<file path="config.mk">
export PLATFORM = sky130hd
export DESIGN_NAME = updown_strobe_counter
export DESIGN_NICKNAME = d
export VERILOG_FILES = /design/src/rtl/usc_pkg.sv /design/src/rtl/usc_sync.sv /design/src/rtl/usc_decode.sv /design/src/rtl/usc_core.sv /design/src/rtl/updown_strobe_counter.sv
export SDC_FILE = /design/constraint.sdc
export NUM_CORES = 1
export LEC_CHECK = 0
export BUFFER_PORTS_ARGS = -buffer_cell sky130_fd_sc_hd__buf_4
export CORE_AREA = 2 2 39 41
export CTS_CLUSTER_SIZE = 30
export DETAILED_ROUTE_END_ITERATION = 12
export DIE_AREA = 0 0 41 43
export GPL_ROUTABILITY_DRIVEN = 0
export GPL_TIMING_DRIVEN = 0
export PLACE_DENSITY = 0.66
export SETUP_SLACK_MARGIN = 0.3
export SYNTH_ARGS = -nofsm -noshare
export SYNTH_HDL_FRONTEND = slang
export SYNTH_SLANG_ARGS = --single-unit
export TNS_END_PERCENT = 30
</file>
<file path="constraint.sdc">
create_clock -name clk -period 2.58 [get_ports clk]
set_input_delay 0.387 -clock clk [delete_from_list [all_inputs] [get_ports clk]]
set_output_delay 0.387 -clock clk [all_outputs]
set_load 0.1 [all_outputs]
</file>
<file path="src/rtl/usc_pkg.sv">
package usc_pkg;
   typedef enum logic [1:0] {
      OP_HOLD = 2'd0,
      OP_LOAD = 2'd1,
      OP_UP   = 2'd2,
      OP_DOWN = 2'd3
   } usc_op_e;
endpackage

</file>
<file path="src/rtl/usc_sync.sv">
module usc_sync #(
   parameter int N      = 2,
   parameter int STAGES = 2
) (
   input  logic         clk,
   input  logic [N-1:0] d,
   output logic [N-1:0] q
);
   if (STAGES < 2) begin : g_bad_depth
      $error("usc_sync: STAGES must be at least 2");
   end

   logic [N-1:0] stg [STAGES];

   for (genvar i = 0; i < STAGES; i++) begin : g_stage
      if (i == 0) begin : g_first
         always_ff @(posedge clk) stg[0] <= d;
      end else begin : g_next
         always_ff @(posedge clk) stg[i] <= stg[i-1];
      end
   end

   assign q = stg[STAGES-1];
endmodule

</file>
<file path="src/rtl/usc_decode.sv">
module usc_decode
   import usc_pkg::*;
(
   input  logic    clk,
   input  logic    load_n,
   input  logic    up_s,
   input  logic    dn_s,
   output usc_op_e op,
   output logic    misuse
);
   // History is left without reset on purpose: it follows the synchronized
   // levels during clear and load, so leaving either never looks like an edge.
   logic up_p, dn_p;
   always_ff @(posedge clk) begin
      up_p <= up_s;
      dn_p <= dn_s;
   end

   logic up_rise, dn_rise, up_ok, dn_ok;
   assign up_rise = up_s & ~up_p;
   assign dn_rise = dn_s & ~dn_p;
   assign up_ok   = up_rise & dn_s & ~dn_rise;
   assign dn_ok   = dn_rise & up_s & ~up_rise;

   always_comb begin
      misuse = 1'b0;
      if (!load_n)    op = OP_LOAD;
      else if (up_ok) op = OP_UP;
      else if (dn_ok) op = OP_DOWN;
      else begin
         op     = OP_HOLD;
         misuse = up_rise | dn_rise;
      end
   end
endmodule

</file>
<file path="src/rtl/usc_core.sv">
module usc_core
   import usc_pkg::*;
#(
   parameter int WIDTH = 4
) (
   input  logic             clk,
   input  logic             clr,
   input  usc_op_e          op,
   input  logic             misuse,
   input  logic [WIDTH-1:0] data,
   output logic [WIDTH-1:0] cnt,
   output logic             err
);
   localparam logic [WIDTH-1:0] ONE = WIDTH'(1);

   always_ff @(posedge clk or posedge clr) begin
      if (clr) begin
         cnt <= '0;
         err <= 1'b0;
      end else begin
         unique case (op)
            OP_LOAD: cnt <= data;
            OP_UP:   cnt <= cnt + ONE;
            OP_DOWN: cnt <= cnt - ONE;
            default: cnt <= cnt;
         endcase
         err <= misuse;
      end
   end
endmodule

</file>
<file path="src/rtl/updown_strobe_counter.sv">
module updown_strobe_counter
   import usc_pkg::*;
#(
   parameter int WIDTH       = 4,
   parameter int SYNC_STAGES = 2
) (
   input  logic             clk,
   input  logic             clr,
   input  logic             load_n,
   input  logic             up_strb,
   input  logic             dn_strb,
   input  logic [WIDTH-1:0] data,
   output logic [WIDTH-1:0] count,
   output logic             tc_up_n,
   output logic             tc_dn_n,
   output logic             err
);
   if (WIDTH < 1) begin : g_bad_width
      $error("updown_strobe_counter: WIDTH must be positive");
   end

   localparam logic [WIDTH-1:0] TOP = {WIDTH{1'b1}};

   logic [1:0] strb_s;
   logic       up_s, dn_s, misuse;
   usc_op_e    op;

   usc_sync #(.N(2), .STAGES(SYNC_STAGES)) u_sync (
      .clk (clk),
      .d   ({up_strb, dn_strb}),
      .q   (strb_s)
   );
   assign up_s = strb_s[1];
   assign dn_s = strb_s[0];

   usc_decode u_dec (
      .clk    (clk),
      .load_n (load_n),
      .up_s   (up_s),
      .dn_s   (dn_s),
      .op     (op),
      .misuse (misuse)
   );

   usc_core #(.WIDTH(WIDTH)) u_core (
      .clk    (clk),
      .clr    (clr),
      .op     (op),
      .misuse (misuse),
      .data   (data),
      .cnt    (count),
      .err    (err)
   );

   // Terminal outputs follow the synchronized strobe so they stay aligned
   // with the count register that they are gated by.
   assign tc_up_n = ~((count == TOP) & ~up_s);
   assign tc_dn_n = ~((count == '0) & ~dn_s);
endmodule

</file>
# After elaboration in Yosys (flattened, before gate mapping)
# Memories as Yosys holds them, arrays and structs flattened.
# Index checks and enable logic that the tools add are counted.
dict set report totals {
  input_bits 9
  output_inout_bits 7
  wordCells 37
  ramBits 4
  n_memories 1
  reg_bits 7
}
dict set report op_classes {
  n_bitwise 17
  addsub 2
  n_mux 7
  eq_ne 4
  reduce_logical 2
}
# name words width read_ports rd_clocked_by_memory_dff wr line
set mem_list {}
lappend mem_list {u_sync.stg 2 2 2 0 2 usc_sync.sv:13} ;# logic [N-1:0] stg [STAGES];
# operator count
set op_table {}
lappend op_table {{$pmux 4 s3} 1}
lappend op_table {{$and 1x1->1} 8}
lappend op_table {{$not 1->1} 8}
lappend op_table {{$mux 2} 3}
lappend op_table {{$add 4x1->4 const B} 1}
lappend op_table {{$eq 2x2->1 const B} 2}
lappend op_table {{$eq 4x4->1 const B} 1}
lappend op_table {{$logic_not 4->1} 1}
lappend op_table {{$sub 4x1->4 const B} 1}
lappend op_table {{$mux 1} 3}
lappend op_table {{$reduce_bool 3->1} 1}
lappend op_table {{$eq 2x1->1 const B} 1}
lappend op_table {{$or 1x1->1} 1}

# Longest topological paths before layout
# Gate-level depths: netlist of the first run.
dict set report depth {
  depth_word 9
  mapped_depth 8
  ltp_nobuf 8
}

# Modules after synthesis
# Synthesis of the first run repeated with hierarchy kept, for this count alone.
dict set report unflattened {
  cells_unflattened 58
  hier_area_um2 546.8
}
# mod cells_per_inst n_inst area_per_inst_um2 seq_area_each_um2
set by_module_without_submodules {}
lappend by_module_without_submodules {usc_core 38 1 342.8 125.1}
lappend by_module_without_submodules {usc_sync 6 1 95.1 80.1}
lappend by_module_without_submodules {usc_decode 9 1 83.8 40.0}
lappend by_module_without_submodules {updown_strobe_counter 5 1 25.0 0.0}

# Least setup slack after synthesis of the first run
# Ideal clock, no wire load.
dict set report synth_timing {
  kind {reg-to-output}
  startpoint {reg u_core.cnt[2]}
  endpoint {out tc_dn_n}
  slack_ns 0.246
  t_arrival_ns 1.947
  stages_incl_launch_ff 3
  path_buffers 0
  required_ns 2.193
  path_cell_list {dfrtp_1 -> nor2_1 -> or4b_1}
}
dict set report synth_between {
  elab_chain_len 3
}
# item line
set synth_rtl {}
lappend synth_rtl {{start: declaration} usc_core.sv:11} ;# output logic [WIDTH-1:0] cnt,
lappend synth_rtl {{start signal: assignment} usc_core.sv:22} ;# OP_LOAD: cnt <= data;
lappend synth_rtl {{start signal: assignment} usc_core.sv:23} ;# OP_UP: cnt <= cnt + ONE;
lappend synth_rtl {{start signal: assignment} usc_core.sv:24} ;# OP_DOWN: cnt <= cnt - ONE;
lappend synth_rtl {{$logic_not 4->1} updown_strobe_counter.sv:58} ;# assign tc_dn_n = ~((count == '0) & ~dn_s);
lappend synth_rtl {{$and 1x1->1} updown_strobe_counter.sv:58}
lappend synth_rtl {{$not 1->1} updown_strobe_counter.sv:58}
lappend synth_rtl {{end: declaration} updown_strobe_counter.sv:15} ;# output logic tc_dn_n,
# Every way passes these cells.

==> results of run 1 <==
==> cells in the mapped netlist (2+ instances only) <==
cell,number
mux2i_1,2
nor3_1,2
nand2_1,3
dfrtp_1,5
nand3_1,2
a21oi_1,2
inv_1,4
a31oi_1,2
xnor2_1,3
nand2b_1,3
nor2_1,3
dfxtp_1,6
==> cell type report <==
class	count	area share
plain buffers	1	0.007005
clock buffers	3	0.03152
clock inverters	1	0.007005
inverters	4	0.02102
multi-input cells	40	0.4046
flip-flops and latches	11	0.3433
well taps	16	0.02802
repair buffers	15	0.1576
==> power by group through the flow <==
stage	sequential (µW)	clock, µW	combinational, µW
global route	207	123	191
floorplan	279	0	66.8
global placement	208	0	180
finish	205	110	181
detailed placement	208	0	181
CTS	205	115	181
==> registers in the layout, summed over array words and instances (netlist names) <==
name / flops
u_core.cnt: 4
u_sync.stg: 4
u_core.err: 1
u_dec.dn_p: 1
u_dec.up_p: 1
==> per-stage QoR <==
stage	utilization	instances	worst slack, ns
floorplan	-	56	0.2786
global placement	0.4964	87	0.5349
detailed placement	0.4964	87	0.5360
CTS	0.5163	91	0.5121
global route	0.5163	91	0.3142
finish	0.5163	91	0.5171
==> cells by family after synthesis <==
| group | after synthesis | share of synthesized area |
|---|---|---|
| buffers and inverters | 5 | 0.03635 |
| and+or+nand+nor | 21 | 0.2205 |
| adders and majority gates | 1 | 0.02272 |
| DFF | 11 | 0.4455 |
| xor gates and xnor gates | 3 | 0.04774 |
| muxes | 2 | 0.03637 |
| AOI/OAI and AO/OA | 13 | 0.1909 |
==> per-layer routing <==
| layer | track usage | share of wire |
|---|---|---|
| met1 | 0.1706 | 0.43 |
| met2 | 0.2156 | 0.49 |
| met3 | 0.03141 | 0.045 |
| met4 | 0.1000 | 0.033 |
| met5 | 0 | 0 |
==> how the worst max path moves through the flow <==
stage	slack [ns]	cells past startpoint	endpoint
after floorplan	0.28	2	tc_up_n
after global routing	0.31	8	u_core.cnt[2]$_DFFE_PP0P_
after detailed placement	0.54	8	u_core.cnt[2]$_DFFE_PP0P_
after CTS	0.51	8	u_core.cnt[2]$_DFFE_PP0P_
after global placement	0.53	8	u_core.cnt[2]$_DFFE_PP0P_
final	0.52	8	u_core.cnt[2]$_DFFE_PP0P_
==> worst max-delay path: stages (launching register included) <==
cell and delay (ns):
dfxtp_1 0.41, and2_1 0.24, nand3_1 0.15, xnor2_1 0.16, ha_1 0.19, or2_1 0.23
o311ai_2 0.21, o32ai_1 0.12, a211o_1 0.24
==> metrics.cfg, run 1 <==
[synthesis]
synth_warnings = 0
netlist.area_leader.share = 0.2273
synthDistinctLibCells = 31
synth_edf_count = 0
synth_area_um2 = 550.5
syn_inst = 56
synth_ff_type = dfxtp_1
ys_seq_elements = 11
syn_nets = 66
synthTopCellsByArea = dfrtp_1, dfxtp_1, xnor2_1
async_flop_share = 0.4545
synth_area_leader_cell = dfrtp_1
synth.avg_cell_area_um2 = 9.831
synth-seq-area-share = 0.4455

[global_routing]
grt_first_pass_wirelength_mm = 1.662
grt.total_usage = 0.1433
grt_max_degree = 11
grt_pass1_vias = 419
antenna_found_initial = 0
grt_overflow = 0

[worst_hold_path]
hold_path.class = input port to async pin

[route]
drtIter0Drc = 8
final_antenna_net_count = 0
drc = 0
viasPerCell = 5.209
vias = 474
firstDrtPassIters = 4
wl_mm = 1.033
wl_per_cell_um = 11.35

[finish]
final_nets = 86
syn2layout_area_growth_pct = 29.77
multi_input_area_um2 = 289.0
mostFrequentLayoutCell = buf_4
final_cell_mix = buf_4, dfxtp_1, dfrtp_1
ff_latch_area_um2 = 245.2
n_fill_cell = 130
n_antenna_cell = 0
drive_gt1_frac = 0.3333
fin_area_um2 = 714.4

[sta]
tns_ns = 0
slew_viol_final = 0
hold_viol = 0
rsz0062_at_grt = no
clock_skew_ns = 0.001174
fmax_ghz = 0.4848
timing.hold.ws_ns = 0.01805
tightest_slew_ns = 0.2878
finalCritPeriodShare = 0.7996
setup_violations = 0
max_slew_margin = 0.8067
min_period_ns = 2.063

[placed_design]
io_buffers = 15
dpl-instance-area_um2 = 686.9
hpwl_um = 831

[worst_setup_path]
worstSetupPathType = flip-flop to flip-flop
worstPathArrival_ns = 2.21
worstSetupEndpointType = flip-flop
ff2ff_path_depth = 8
reg2reg_from = u_sync.stg[0][3]$_DFF_P_
start_kind = flip-flop
worst-endpoint-required_ns = 2.73
worstSetupStartpoint = u_sync.stg[0][3]$_DFF_P_
reg2reg_slack_ns = 0.52
cp_max_fo = 6
timing.rr.end = u_core.cnt[2]$_DFFE_PP0P_

[clock_network]
htreeDepth = 1
clkTransAtPathRegs_ns = 0.07
post_cts_resized = 0
cts_setup_buffers = 0
cts_tree = done
cts_max_path_buffers = 2
holdBufCountCts = 0
cts_made_buffers = 3
cts-root-buf = clkbuf_4
insertion_delay_ns = 0.26
clock-sinks = 11

[floorplan]
coreArea_um2 = 1384
start_util = 0.3978
die_h_um = 43
die_w_um = 41
rows = 14
ios = 16
die-area_um2 = 1763

[pwr]
clkPwrFrac = 0.222
ir_worst_vdd_v = 0.0004763
p_sw_uw = 197.2
p_leak_uw = 0.0003197
combPwrFrac = 0.364
p_per_area_nw_per_um2 = 693.4
seqPwrFrac = 0.413
intPower_uw = 298.3
power_uw = 495.4
p_sw_frac = 0.3980

[flow_run]
cap_violations = 0

[run_status]
status = finished clean

Note: power is estimated with default switching activity, not from simulation.
==> run 2: changes to the inputs <==
--- a/config.mk
+++ b/config.mk
@@ -12,7 +12,7 @@
 export DIE_AREA = 0 0 41 43
 export GPL_ROUTABILITY_DRIVEN = 0
 export GPL_TIMING_DRIVEN = 0
-export PLACE_DENSITY = 0.66
+export PLACE_DENSITY = 0.69
 export SETUP_SLACK_MARGIN = 0.3
 export SYNTH_ARGS = -nofsm -noshare
 export SYNTH_HDL_FRONTEND = slang
==> constraint.sdc (replaced) <==
create_clock -name clk -period 1.7 [get_ports clk]
set_input_delay 0.255 -clock clk [delete_from_list [all_inputs] [get_ports clk]]
set_output_delay 0.255 -clock clk [all_outputs]
set_load 0.1 [all_outputs]
==> run 2 against run 1 <==
The flow now finishes with violations (setup timing). Register-to-register slack worse by 0.68 ns. Core utilization is 6.6 points higher. First-iteration DRC count is 100% lower. Via count is 2.3% higher. Critical path type unchanged. Largest cell class unchanged.
==> metrics.cfg, run 2 (synthesized netlist as in run 1, its figures left out) <==
[run_status]
status = finished with violations
violations = setup timing

[clock_network]
cts_tree = done
insertion_delay_ns = 0.26  ; about the same
htreeDepth = 1  ; unchanged
cts-root-buf = clkbuf_4
cts_max_path_buffers = 2  ; unchanged
cts_made_buffers = 3  ; unchanged
clock-sinks = 11  ; unchanged
clkTransAtPathRegs_ns = 0.07  ; about the same

[floorplan]
die_h_um = 43  ; unchanged
start_util = 0.3978  ; unchanged
rows = 14  ; unchanged
coreArea_um2 = 1384  ; unchanged
ios = 16  ; unchanged
die-area_um2 = 1763  ; unchanged
die_w_um = 41  ; unchanged

[global_routing]
grt_overflow = 0  ; unchanged
grt_max_degree = 11  ; unchanged
grt_pass1_vias = 439  ; +4.8%
antenna_found_initial = 0  ; unchanged
grt_first_pass_wirelength_mm = 1.856  ; +12%
grt.total_usage = 0.1555  ; +0.01220

[route]
vias = 485  ; +2.3%
viasPerCell = 5.215  ; +0.12%
drc = 0  ; unchanged
final_antenna_net_count = 0  ; unchanged
firstDrtPassIters = 1  ; -3
drtIter0Drc = 0  ; -8
wl_mm = 1.182  ; +14%
wl_per_cell_um = 12.71  ; +12%

[sta]
finalCritPeriodShare = 1.096  ; +0.2967
clock_skew_ns = 0.001950  ; +0.0007753 ns
setup_ws_ns = -0.1637  ; -0.6809 ns
max_slew_margin = 0.8044  ; -0.002321
min_period_ns = 1.864  ; -0.1991 ns
tns_ns = -0.3403  ; -0.3403 ns
rsz0062_at_grt = yes
fmax_ghz = 0.5366  ; +11%
tightest_slew_ns = 0.2913  ; +0.003456 ns
hold_viol = 0  ; unchanged
slew_viol_final = 0  ; unchanged
setup_violations = 3  ; +3

[worst_setup_path]
timing.rr.end = u_core.cnt[2]$_DFFE_PP0P_
cp_max_fo = 4  ; -2
start_kind = flip-flop
worstSetupStartpoint = u_dec.dn_p$_DFF_P_
worstSetupEndpointType = flip-flop
worstPathArrival_ns = 2.01  ; -0.20 ns
worst-endpoint-required_ns = 1.85  ; -0.88 ns
reg2reg_from = u_dec.dn_p$_DFF_P_
reg2reg_slack_ns = -0.16  ; -0.68 ns
crit_path_end = u_core.cnt[2]$_DFFE_PP0P_
ff2ff_path_depth = 8  ; unchanged
worstSetupPathType = flip-flop to flip-flop

[pwr]
intPower_uw = 471.3  ; +58%
p_leak_uw = 0.0003432  ; +7.4%
combPwrFrac = 0.372  ; +0.008
p_sw_uw = 312.4  ; +58%
p_per_area_nw_per_um2 = 972.5  ; +40%
p_sw_frac = 0.3986  ; +0.0006156
ir_worst_vdd_v = 0.0005549  ; +16%
seqPwrFrac = 0.411  ; -0.002
clkPwrFrac = 0.216  ; -0.006

[flow_run]
cap_violations = 0  ; unchanged

[finish]
final_nets = 88  ; +2.3%
layoutNonFillerInstCount = 93  ; +2.2%
reg_top3 = u_core.cnt: 4 flops, u_sync.stg: 4 flops
drive_gt1_frac = 0.5195  ; +0.1861
syn2layout_area_growth_pct = 46.36
n_antenna_cell = 0  ; unchanged
mostFrequentLayoutCell = buf_4
final_cell_mix = buf_4, inv_1, nand2_1, nand2b_1, clkbuf_4

[worst_hold_path]
min_from = up_strb
hold_path.class = input port to flip-flop

[placed_design]
placed_cells = 87  ; unchanged
io_buffers = 15  ; unchanged

[run 2: cell count changes in the layout (fill, tap and decap cells not counted), moves of 2 or more]
cell     change
dfxtp_2      +2
dfxtp_1      -4
dfrtp_1      -4
dfrtp_4      +2
dfxtp_4      +2
dfrtp_2      +2
[run 2: area by class of cell]
class / instances / area (µm²)
clock buffers: 3 / 22.52
well taps: 16 / 20.02
clock inverters: 1 / 5.005
flip-flops and latches: 11 / 265.3
repair buffers: 17 / 150.1
fillers: 128 / 578.1
inverters: 4 / 15.01
multi-input cells: 40 / 322.8
plain buffers: 1 / 5.005
[run 2: critical path: stages, from the launching register on]
cell	delay (ns)
dfxtp_2	0.34
and2b_2	0.25
nand3_4	0.08
xnor2_2	0.14
ha_2	0.17
or2_1	0.23
o311ai_2	0.21
o32ai_1	0.10
a211o_1	0.24
[run 2: power groups by stage]
stage          Combinational (µW)  Sequential, µW  Clock [µW]
2_1_floorplan                 104             432           0
3_3_place_gp                  277             324           0
3_5_place_dp                  279             325           0
4_1_cts                       287             319         176
5_1_grt                       309             326         187
6_report                      292             322         169
[run 2: worst min path at each step]
| stage | to | slack, ns | cells past startpoint |
|---|---|---|---|
| 2_1_floorplan | u_core.err$_DFF_PP0_ | 0.03 | 1 |
| 3_3_place_gp | u_core.cnt[1]$_DFFE_PP0P_ | 0.18 | 2 |
| 5_1_grt | u_sync.stg[0][0]$_DFF_P_ | 0.08 | 1 |
| 6_report | u_sync.stg[0][1]$_DFF_P_ | 0.09 | 1 |
| 4_1_cts | u_sync.stg[0][0]$_DFF_P_ | 0.08 | 1 |
| 3_5_place_dp | u_core.cnt[1]$_DFFE_PP0P_ | 0.18 | 2 |
[run 2: stage by stage]
step | cell area [µm²] | hold WS, ns | utilization | total power (µW) | setup slack (ns)
floorplan | 580.6 | 0.03342 | - | 536.3 | -0.1419
finish | 805.8 | 0.09319 | 0.5823 | 783.6 | -0.1637
detailed placement | 713.2 | 0.1814 | 0.5154 | 603.6 | -0.2749
global route | 805.8 | 0.07865 | 0.5823 | 821.6 | -0.2531
CTS | 783.3 | 0.08391 | 0.5660 | 782.6 | -0.1874
global placement | 713.2 | 0.1793 | 0.5154 | 601.2 | -0.2413
[run 2: repair_timing]
action	in CTS	in global routing
endpoints found under the setup margin	4	5
gates resized for setup	10	5
hold buffers	1	0
setup buffers	1	0
pin swaps	0	1
hold endpoints to repair	5	0
[run 2: routing by layer]
| layer | global-route usage | vias up | part of all wire |
|---|---|---|---|
| met5 | 0 | - | 0 |
| met4 | 0.08000 | 0 | 0.016 |
| met3 | 0.01571 | 2 | 0.043 |
| met2 | 0.2438 | 12 | 0.48 |
| met1 | 0.2007 | 222 | 0.46 |
| li1 | - | 249 | - |
